**src/rtl/sflash_pkg.sv**
```systemverilog
package sflash_pkg;

    localparam int DIV_W   = 4;
    localparam int DUMMY_W = 4;

    typedef enum logic [1:0] {
        LANE_X1   = 2'b00,
        LANE_X2   = 2'b01,
        LANE_X4   = 2'b10,
        LANE_RSVD = 2'b11
    } lane_e;

    typedef enum logic [3:0] {
        ST_IDLE,
        ST_CMD,
        ST_ADDR,
        ST_DUMMY,
        ST_DATA,
        ST_DEND,
        ST_MBYTE,
        ST_MEND,
        ST_ACK
    } state_e;

    typedef struct packed {
        logic [DIV_W-1:0]   div;
        lane_e              lanes;
        logic [DUMMY_W-1:0] dummy;
        logic [7:0]         opcode;
    } cfg_t;

    localparam logic [1:0] REG_CFG   = 2'd0;
    localparam logic [1:0] REG_MCTL  = 2'd1;
    localparam logic [1:0] REG_MDATA = 2'd2;

    function automatic int unsigned lane_count(input lane_e m);
        case (m)
            LANE_X2: lane_count = 2;
            LANE_X4: lane_count = 4;
            default: lane_count = 1;
        endcase
    endfunction

endpackage

```
**src/rtl/sflash_clkgen.sv**
```systemverilog
module sflash_clkgen #(
    parameter int DIV_W = 4
) (
    input  logic             clk,
    input  logic             rst_n,
    input  logic             run,
    input  logic [DIV_W-1:0] div,
    output logic             sclk,
    output logic             rise,
    output logic             fall
);
    logic [DIV_W-1:0] cnt_q;
    logic             sclk_q;
    logic             edge_now;

    assign edge_now = run && (cnt_q == div);
    assign rise     = edge_now && !sclk_q;
    assign fall     = edge_now && sclk_q;
    assign sclk     = sclk_q;

    always_ff @(posedge clk or negedge rst_n) begin
        if (!rst_n) begin
            cnt_q  <= '0;
            sclk_q <= 1'b0;
        end else if (!run) begin
            cnt_q  <= '0;
            sclk_q <= 1'b0;
        end else if (edge_now) begin
            cnt_q  <= '0;
            sclk_q <= ~sclk_q;
        end else begin
            cnt_q  <= cnt_q + 1'b1;
        end
    end

    AST_CLK_IDLE_LOW: assert property (@(posedge clk) disable iff (!rst_n)
        !run |=> !sclk_q);

    AST_HALF_PERIOD_BOUND: assert property (@(posedge clk) disable iff (!rst_n)
        (run && $past(run)) |-> (cnt_q <= div));

endmodule

```
**src/rtl/sflash_shifter.sv**
```systemverilog
module sflash_shifter
    import sflash_pkg::*;
#(
    parameter int SR_W = 32
) (
    input  logic            clk,
    input  logic            rst_n,
    input  logic            load,
    input  logic [SR_W-1:0] load_val,
    input  logic            shift_out,
    input  logic            shift_in,
    input  lane_e           lanes,
    input  logic [3:0]      io_i,
    output logic            tx_bit,
    output logic [SR_W-1:0] rx_next
);
    logic [SR_W-1:0] tx_q;
    logic [SR_W-1:0] rx_q;

    assign tx_bit = tx_q[SR_W-1];

    always_comb begin
        unique case (lanes)
            LANE_X2: rx_next = {rx_q[SR_W-3:0], io_i[1:0]};
            LANE_X4: rx_next = {rx_q[SR_W-5:0], io_i[3:0]};
            default: rx_next = {rx_q[SR_W-2:0], io_i[1]};
        endcase
    end

    always_ff @(posedge clk or negedge rst_n) begin
        if (!rst_n) begin
            tx_q <= '0;
            rx_q <= '0;
        end else begin
            if (load)           tx_q <= load_val;
            else if (shift_out) tx_q <= {tx_q[SR_W-2:0], 1'b0};
            if (load)           rx_q <= '0;
            else if (shift_in)  rx_q <= rx_next;
        end
    end

    AST_TX_HOLDS: assert property (@(posedge clk) disable iff (!rst_n)
        (!$past(load) && !$past(shift_out)) |-> $stable(tx_bit));

endmodule

```
**src/rtl/sflash_ctrl.sv**
```systemverilog
module sflash_ctrl
    import sflash_pkg::*;
#(
    parameter int ADDR_BITS    = 24,
    parameter int DATA_BITS    = 32,
    parameter bit QUAD_DEFAULT = 1'b0,
    parameter int DIV_DEFAULT  = 1
) (
    input  logic                 clk,
    input  logic                 rst_n,
    input  logic                 bus_req,
    input  logic                 bus_we,
    input  logic                 bus_reg_sel,
    input  logic [ADDR_BITS-1:0] bus_addr,
    input  logic [31:0]          bus_wdata,
    output logic [DATA_BITS-1:0] bus_rdata,
    output logic                 bus_ack,
    output logic                 bus_err,
    output logic                 spi_clk,
    output logic                 spi_cs_n,
    output logic [3:0]           spi_io_o,
    output logic [3:0]           spi_io_oe,
    input  logic [3:0]           spi_io_i
);
    localparam int SR_W    = (ADDR_BITS > DATA_BITS) ? ADDR_BITS : DATA_BITS;
    localparam int CNT_MAX = SR_W;
    localparam int CNT_W   = $clog2(CNT_MAX + 1);

    localparam cfg_t CFG_RESET = '{
        div:    DIV_W'(DIV_DEFAULT),
        lanes:  QUAD_DEFAULT ? LANE_X4 : LANE_X1,
        dummy:  QUAD_DEFAULT ? DUMMY_W'(8) : DUMMY_W'(0),
        opcode: QUAD_DEFAULT ? 8'h6B : 8'h03
    };

    state_e               state_q, state_d;
    cfg_t                 cfg_q;
    logic                 man_cs_q;
    logic [7:0]           mrx_q;
    logic [ADDR_BITS-1:0] addr_q;
    logic [CNT_W-1:0]     cnt_q;
    logic                 ack_q, err_q;
    logic [DATA_BITS-1:0] rdata_q;

    logic                 sr_load;
    logic [SR_W-1:0]      sr_val;
    logic                 cnt_ld;
    logic [CNT_W-1:0]     cnt_val;
    logic                 ack_set, err_set, rdata_set;
    logic [DATA_BITS-1:0] rdata_val;
    logic                 cfg_we, mctl_we, mrx_we, addr_ld;

    logic                 busy, release_io, run;
    logic                 rise, fall, sclk, tx_bit;
    lane_e                rx_lanes;
    logic [SR_W-1:0]      rx_next;
    logic [1:0]           reg_idx;
    logic [31:0]          reg_word;
    logic [CNT_W-1:0]     data_clks;
    logic                 unused_bits;

    assign unused_bits = ^{bus_wdata[31:20], bus_wdata[15:14]};
    assign reg_idx     = bus_addr[3:2];
    assign data_clks   = CNT_W'(DATA_BITS / lane_count(cfg_q.lanes));
    assign rx_lanes    = (state_q == ST_DATA) ? cfg_q.lanes : LANE_X1;
    assign run         = busy;

    sflash_clkgen #(.DIV_W(DIV_W)) u_clkgen (
        .clk   (clk),
        .rst_n (rst_n),
        .run   (run),
        .div   (cfg_q.div),
        .sclk  (sclk),
        .rise  (rise),
        .fall  (fall)
    );

    sflash_shifter #(.SR_W(SR_W)) u_shift (
        .clk       (clk),
        .rst_n     (rst_n),
        .load      (sr_load),
        .load_val  (sr_val),
        .shift_out (fall && !sr_load),
        .shift_in  (rise),
        .lanes     (rx_lanes),
        .io_i      (spi_io_i),
        .tx_bit    (tx_bit),
        .rx_next   (rx_next)
    );

    always_comb begin
        case (reg_idx)
            REG_CFG:   reg_word = {12'b0, cfg_q.div, 2'b0, cfg_q.lanes, cfg_q.dummy, cfg_q.opcode};
            REG_MCTL:  reg_word = {31'b0, man_cs_q};
            REG_MDATA: reg_word = {24'b0, mrx_q};
            default:   reg_word = '0;
        endcase
    end

    // next-state and datapath control
    always_comb begin
        state_d   = state_q;
        sr_load   = 1'b0;
        sr_val    = '0;
        cnt_ld    = 1'b0;
        cnt_val   = '0;
        ack_set   = 1'b0;
        err_set   = 1'b0;
        rdata_set = 1'b0;
        rdata_val = '0;
        cfg_we    = 1'b0;
        mctl_we   = 1'b0;
        mrx_we    = 1'b0;
        addr_ld   = 1'b0;
        unique case (state_q)
            ST_IDLE: begin
                if (bus_req) begin
                    if (bus_reg_sel) begin
                        if (bus_we && reg_idx == REG_MDATA) begin
                            if (man_cs_q) begin
                                sr_load = 1'b1;
                                sr_val  = {bus_wdata[7:0], {(SR_W-8){1'b0}}};
                                cnt_ld  = 1'b1;
                                cnt_val = CNT_W'(8);
                                state_d = ST_MBYTE;
                            end else begin
                                ack_set = 1'b1;
                                err_set = 1'b1;
                                state_d = ST_ACK;
                            end
                        end else begin
                            ack_set   = 1'b1;
                            rdata_set = 1'b1;
                            rdata_val = DATA_BITS'(reg_word);
                            cfg_we    = bus_we && (reg_idx == REG_CFG);
                            mctl_we   = bus_we && (reg_idx == REG_MCTL);
                            state_d   = ST_ACK;
                        end
                    end else if (bus_we || man_cs_q) begin
                        ack_set   = 1'b1;
                        err_set   = 1'b1;
                        rdata_set = 1'b1;
                        state_d   = ST_ACK;
                    end else begin
                        sr_load = 1'b1;
                        sr_val  = {cfg_q.opcode, {(SR_W-8){1'b0}}};
                        cnt_ld  = 1'b1;
                        cnt_val = CNT_W'(8);
                        addr_ld = 1'b1;
                        state_d = ST_CMD;
                    end
                end
            end
            ST_CMD: begin
                if (fall && cnt_q == '0) begin
                    sr_load = 1'b1;
                    sr_val  = {addr_q, {(SR_W-ADDR_BITS){1'b0}}};
                    cnt_ld  = 1'b1;
                    cnt_val = CNT_W'(ADDR_BITS);
                    state_d = ST_ADDR;
                end
            end
            ST_ADDR: begin
                if (fall && cnt_q == '0) begin
                    cnt_ld = 1'b1;
                    if (cfg_q.dummy != '0) begin
                        cnt_val = CNT_W'(cfg_q.dummy);
                        state_d = ST_DUMMY;
                    end else begin
                        cnt_val = data_clks;
                        state_d = ST_DATA;
                    end
                end
            end
            ST_DUMMY: begin
                if (fall && cnt_q == '0) begin
                    cnt_ld  = 1'b1;
                    cnt_val = data_clks;
                    state_d = ST_DATA;
                end
            end
            ST_DATA: begin
                if (rise && cnt_q == CNT_W'(1)) begin
                    rdata_set = 1'b1;
                    rdata_val = rx_next[DATA_BITS-1:0];
                    state_d   = ST_DEND;
                end
            end
            ST_MBYTE: begin
                if (rise && cnt_q == CNT_W'(1)) begin
                    rdata_set = 1'b1;
                    rdata_val = DATA_BITS'(rx_next[7:0]);
                    mrx_we    = 1'b1;
                    state_d   = ST_MEND;
                end
            end
            ST_DEND, ST_MEND: begin
                if (fall) begin
                    ack_set = 1'b1;
                    state_d = ST_ACK;
                end
            end
            ST_ACK:  state_d = ST_IDLE;
            default: state_d = ST_IDLE;
        endcase
    end

    // state register and datapath registers
    always_ff @(posedge clk or negedge rst_n) begin
        if (!rst_n) begin
            state_q  <= ST_IDLE;
            cfg_q    <= CFG_RESET;
            man_cs_q <= 1'b0;
            mrx_q    <= '0;
            addr_q   <= '0;
            cnt_q    <= '0;
            ack_q    <= 1'b0;
            err_q    <= 1'b0;
            rdata_q  <= '0;
        end else begin
            state_q <= state_d;
            ack_q   <= ack_set;
            err_q   <= err_set;
            if (rdata_set) rdata_q <= rdata_val;
            if (addr_ld)   addr_q  <= bus_addr;
            if (mrx_we)    mrx_q   <= rx_next[7:0];
            if (mctl_we)   man_cs_q <= bus_wdata[0];
            if (cfg_we) begin
                cfg_q.opcode <= bus_wdata[7:0];
                cfg_q.dummy  <= bus_wdata[11:8];
                cfg_q.lanes  <= lane_e'(bus_wdata[13:12]);
                cfg_q.div    <= bus_wdata[19:16];
            end
            if (cnt_ld)                  cnt_q <= cnt_val;
            else if (rise && cnt_q != '0) cnt_q <= cnt_q - 1'b1;
        end
    end

    // outputs
    always_comb begin
        busy = state_q inside {ST_CMD, ST_ADDR, ST_DUMMY, ST_DATA, ST_DEND, ST_MBYTE, ST_MEND};
        release_io = (state_q inside {ST_DUMMY, ST_DATA, ST_DEND}) &&
                     (cfg_q.lanes inside {LANE_X2, LANE_X4});
        spi_cs_n  = !(busy || man_cs_q);
        spi_clk   = sclk;
        spi_io_o  = {2'b11, 1'b0, tx_bit};
        spi_io_oe = (busy && !release_io) ? 4'b1101 : 4'b0000;
        bus_ack   = ack_q;
        bus_err   = err_q;
        bus_rdata = rdata_q;
    end

    AST_ACK_SINGLE: assert property (@(posedge clk) disable iff (!rst_n)
        bus_ack |=> !bus_ack);

    AST_ERR_NEEDS_ACK: assert property (@(posedge clk) disable iff (!rst_n)
        bus_err |-> bus_ack);

    AST_CLK_UNDER_CS: assert property (@(posedge clk) disable iff (!rst_n)
        spi_clk |-> !spi_cs_n);

    AST_WIDE_RELEASE: assert property (@(posedge clk) disable iff (!rst_n)
        (state_q == ST_DATA && cfg_q.lanes inside {LANE_X2, LANE_X4}) |-> (spi_io_oe == 4'b0000));

    AST_NO_DIRECT_IN_MANUAL: assert property (@(posedge clk) disable iff (!rst_n)
        (state_q == ST_CMD) |-> !man_cs_q);

    AST_LINE0_ON_FALL: assert property (@(posedge clk) disable iff (!rst_n)
        (busy && $past(busy) && !$past(fall)) |-> $stable(spi_io_o[0]));

endmodule

```
**config.mk**
```make
export PLATFORM = sky130hd
export DESIGN_NAME = sflash_ctrl
export DESIGN_NICKNAME = d
export VERILOG_FILES = /design/src/rtl/sflash_pkg.sv /design/src/rtl/sflash_clkgen.sv /design/src/rtl/sflash_shifter.sv /design/src/rtl/sflash_ctrl.sv
export SDC_FILE = /design/constraint.sdc
export NUM_CORES = 1
export LEC_CHECK = 0
export CORE_UTILIZATION = 45
export CTS_CLUSTER_DIAMETER = 30
export DETAILED_ROUTE_END_ITERATION = 12
export PLACE_DENSITY = 0.7
export SKIP_LAST_GASP = 1
export SYNTH_ARGS = -nofsm -noshare
export SYNTH_HDL_FRONTEND = slang
export SYNTH_SLANG_ARGS = --single-unit
```
**constraint.sdc**
```tcl
create_clock -name clk -period 2.5 [get_ports clk]
set_input_delay 0.25 -clock clk [delete_from_list [all_inputs] [get_ports clk]]
set_output_delay 0.25 -clock clk [all_outputs]
set_load 0.05 [all_outputs]
```
### Word-level counts from Yosys, hierarchy flattened

Index checks and enable logic that the tools add are counted.

* register bits: 163
* input port bits: 65
* output and inout port bits: 44
* logic and storage cells: 163

* add/subtract/negate cells: 2
* div/mod/pow operators: 1
* eq/ne operators: 23
* muxes and demuxes: 87
* bitwise logic cells: 1
* reductions and logical operators: 33

Operators by type and width (count)
* 32-bit two-way mux: 12
* 32-bit case mux with 2 select lines: 2
* 32-bit case mux with 3 select lines: 1
* 4-bit two-way mux: 17
* 31-bit two-way mux: 2
* 20-bit case mux with 3 select lines: 1
* 6-bit two-way mux: 7
* 1-bit two-way mux: 34
* 6-bit by 32-bit divider with 32-bit output, first input constant: 1
* 4-bit case mux with 7 select lines: 1
* 6-bit case mux with 4 select lines: 1
* 4-bit by 3-bit equality test with 1-bit output, second input constant: 4
* 2-bit inequality test, second input constant: 8
* 1-bit logical AND: 12
* 4-bit by 2-bit equality test with 1-bit output, second input constant: 2
* 8-bit two-way mux: 1
* 1-bit case mux with 2 select lines: 4
* 2-bit nonzero test: 4
* 7-bit AND reduction: 1
* 7-bit nonzero test: 1
* 2-bit by 1-bit equality test with 1-bit output, second input constant: 3
* 2-bit equality test, second input constant: 3
* 6-bit by 1-bit equality test with 1-bit output, second input constant: 1
* 6-bit logical NOT: 1
* other kinds (18): 23

### Logic depth before layout (Yosys ltp)

* depth after elaboration: 11
* depth in mapped cells: 12
* gate-level depth less buffers: 10

### Hierarchy

Synthesis repeated with hierarchy kept, for this count alone.

* cells, all modules: 818
* area total of the unflattened synthesis: 8655.8 um^2

Modules (own cells, without submodules)
* sflash_ctrl: times used 1, cells each 400, area each 4674.5 um^2
* sflash_shifter: times used 1, cells each 393, area each 3708.6 um^2
* sflash_clkgen: times used 1, cells each 25, area each 272.8 um^2

### Least setup slack after synthesis

No wires, ideal clock.

* path kind: reg-to-output
* start point: register state_q[2]
* end point: output spi_io_oe[2]
* arrival time: 2232 ps
* slack: 18 ps
* cell stages (with the launch flop): 8
* path buffers: 4
* cell sequence: dfrtp_1 -> buf_2 -> nor3_1 -> or2_2 -> buf_2 -> buf_1 -> nor2_1 -> buf_4

* longest elaborated chain between the ends: 6
* elaborated cells on any way between the ends: 13

Ends and longest elaborated chain
* from (decl): RTL line sflash_ctrl.sv:36 `state_e state_q, state_d;`
* from (signal assigned): RTL line sflash_ctrl.sv:221 `state_q <= state_d;`
* 4-bit by 2-bit equality test with 1-bit output or 4-bit by 3-bit equality test with 1-bit output (tied branches): RTL line sflash_ctrl.sv:241, sflash_ctrl.sv:242
* 3-bit nonzero test: RTL line sflash_ctrl.sv:242 `release_io = (state_q inside {ST_DUMMY, ST_DATA, ST_DEND}) &&`
* 1-bit logical AND: RTL line sflash_ctrl.sv:242
* 1-bit logical NOT: RTL line sflash_ctrl.sv:247 `spi_io_oe = (busy && !release_io) ? 4'b1101 : 4'b0000;`
* 1-bit logical AND *: RTL line sflash_ctrl.sv:247
* 4-bit two-way mux *: RTL line sflash_ctrl.sv:247
* to (decl): RTL line sflash_ctrl.sv:22 `output logic [3:0] spi_io_oe,`

Every way passes the cells marked *; elsewhere a longest branch is shown, timed or not.

### Worst setup path after layout

* start point: register u_clkgen.sclk_q, in the netlist u_clkgen.sclk
* end point: output spi_clk

RTL lines
* from (decl): RTL line sflash_clkgen.sv:13 `logic sclk_q;`
* from (signal assigned): RTL line sflash_clkgen.sv:30 `sclk_q <= ~sclk_q;`
* to (decl): RTL line sflash_ctrl.sv:19 `output logic spi_clk,`

No word-level cell between the ends.

==> metrics.cfg <==
[pwr]
total_power_mw = 10.29
leakagePower_nw = 4.184
ir_drop_v = 0.0006576
power.density_mw_per_mm2 = 1042

[setup_path]
arrival_ns = 2.12
cp-end-kind = primary output
cp_data_required_time_ns = 2.25
path_class = register to primary output
start_kind = register
cp_max_fo = 22

[sta]
hold_viol_final = 0
fmaxAchievable_mhz = 421.5
period_needed_ns = 2.373
tightest_slew_ns = 0.5658
clock_skew_ns = 0.008908
slew_headroom = 0.6199
rsz0062_at_grt = false
setup_ws_ns = 0.1273
setup_tns_ns = 0
post-route-period-util = 0.9491
setup_viol = 0
timing.hold.ws_ns = 0.3545
drv_slew = 0

[synthesis]
synth.yosys.seq_area_share = 0.4919
netlist_area_mm2 = 0.007893
avgSynthCellArea_um2 = 10.12
yosys_warnings = 0
synth_area_leader_cell = dfrtp_1
synth.distinct_cells = 68
ys_async_sr_fraction = 1.000
synth_edf_count = 0
syn_inst = 780
synth_top_cell_area_share = 0.4819
ys.flop_type = dfrtp_1
ys_ff_latch = 155
synth_area_leaders = dfrtp_1, mux2_2, o21ai_0

[cells_and_area]
fin_nets = 950
seqCellArea_mm2 = 0.003882
multi_input_area_mm2 = 0.003717
syn2layout_area_growth_pct = 25.02
mostFrequentLayoutCells = dfrtp_1, nand2_1, clkdlybuf4s50_1
antenna_cells = 0
design_area_mm2 = 0.009867
final_core_util = 0.5724
num-fill-cells = 1496
fin_cells = 1114
layout_commonest_cell = dfrtp_1
layout-drive-gt1-share = 0.1777

[floorplanning]
pin_count = 109
initial_core_util = 0.4579
die_y_um = 134.4
die_w_um = 134.4
core-area_mm2 = 0.01724
dieArea_mm2 = 0.01807
std_cell_rows = 48

[clocking]
htreeDepth = 4
clock_latency_ns = 0.43
cts_num_sinks = 155
clkSlewWorstSetupHoldPaths_ns = 0.06
cts_buffer_depth = 2
cts_root_buffer = clkbuf_16
cts_tree = built
cts_buffers = 17

[run_status]
status = finished, final reports clean

[min_path]
hp-class = input port to asynchronous set/reset pin

[global_route]
grt_max_degree = 65
grt_antenna_before_repair = 0
grt_overflow = 0
grt_pass1_vias = 6341
track_usage = 0.2287
grt_pass1_wl_um = 32430

[job]
cap_violations = 0

[route]
vias = 6361
drcViolationCount = 0
vias_per_cell = 5.710
totalWireLength_um = 19370
dr.pass1.iters = 6
drtIter0Drc = 485
wl_per_cell_um = 17.39
ant_nets = 0

[placement]
dp_slack_ns = 0.06861
placed_area_mm2 = 0.009264
placedCellCount = 1080
port_buffers = 90
routabilityCongestion = 0.8436
dp_hpwl_um = 13320

[worst max-delay path: stages, from the launching register on]
cell and delay [ns]:
dfrtp_1 0.51, buf_4 0.32, clkdlybuf4s50_1 0.86
[layout make-up]
cell class                 count  share of cell area
clock inverter                14             0.01395
clock buffer                  18             0.04451
timing repair buffer         137              0.1378
inverter                      13            0.004945
multi-input combinational    552              0.3767
sequential                   155              0.3935
tap                          225             0.02853
[routing by layer]
| metal | share of wire | vias to the layer above | track usage |
|---|---|---|---|
| li1 | - | 3010 | - |
| met1 | 0.45 | 3127 | 0.3035 |
| met2 | 0.48 | 189 | 0.3676 |
| met3 | 0.047 | 35 | 0.05102 |
| met4 | 0.019 | 0 | 0.08177 |
| met5 | 0 | - | 0 |
[flip-flops by register name, summed over array words and instances (netlist names), 6 cells and up]
signal        flops
bus_rdata        32
u_shift.rx_q     31
addr_q           24
u_shift.tx_q     24
cfg_q            18
mrx_q             8
cnt_q             6
[logic make-up (layout without fill, tap and decap cells)]
kind of cell    count (synthesis)  count (layout)  share of synthesized area
fa+ha+maj                       9               9                    0.01427
xor+xnor                        8               8                   0.008878
simple gates                  214             214                     0.1317
other cells                     2               4                  0.0009515
buf+inv                        75             182                    0.04137
flops                         155             155                     0.4919
mux                            80              80                     0.1100
compound gates                237             237                     0.2009
[final timing paths]
| path | start | to | slack, ns | cells past startpoint |
|---|---|---|---|---|
| worst max register to register | cnt_q[0] | state_q[0] | 0.16 | 6 |
| min in group clk | bus_addr[10] | addr_q[10] | 0.43 | 2 |
| max in group asynchronous | rst_n | u_shift.tx_q[18] | 1.38 | 3 |
| worst min-delay path | rst_n | cfg_q[17] | 0.35 | 2 |
| worst max-delay path | u_clkgen.sclk | spi_clk | 0.13 | 2 |
| worst min register to register | bus_rdata[15] | bus_rdata[15] | 0.48 | 2 |
[power by group]
part / leakage (nW) / internal, mW / switching (mW)
Clock: 0.271 / 1.41 / 1.11
Combinational: 1.89 / 1.61 / 2.36
Sequential: 2.02 / 3.22 / 0.571
Total: 4.18 / 6.25 / 4.04
[cells in the mapped netlist, drive strengths merged (3+ instances only)]
cell,n
or3,3
a22oi,44
nand4b,3
o31ai,22
nand2,90
mux2,54
or2,5
o2bb2ai,7
clkbuf,35
o211a,7
nor2,47
dfrtp,152
ha,9
nand3,5
o22a,6
nand4,4
mux2i,26
o22ai,3
o21ai,72
nor2b,26
o32a,3
nor3,12
a32oi,3
inv,12
xnor2,7
and3,4
o211ai,13
buf,27
dfstp,3
a21oi,39
[repair_timing]
item | 4_1_cts | 5_1_grt
gates resized for setup | 1 | 4
endpoints found under the setup margin | 3 | 60
hold buffers | 1 | 0
buffers inserted | 0 | 1
endpoints found under the hold margin | 50 | 0
No activity file was read; power rests on OpenSTA's default activity.
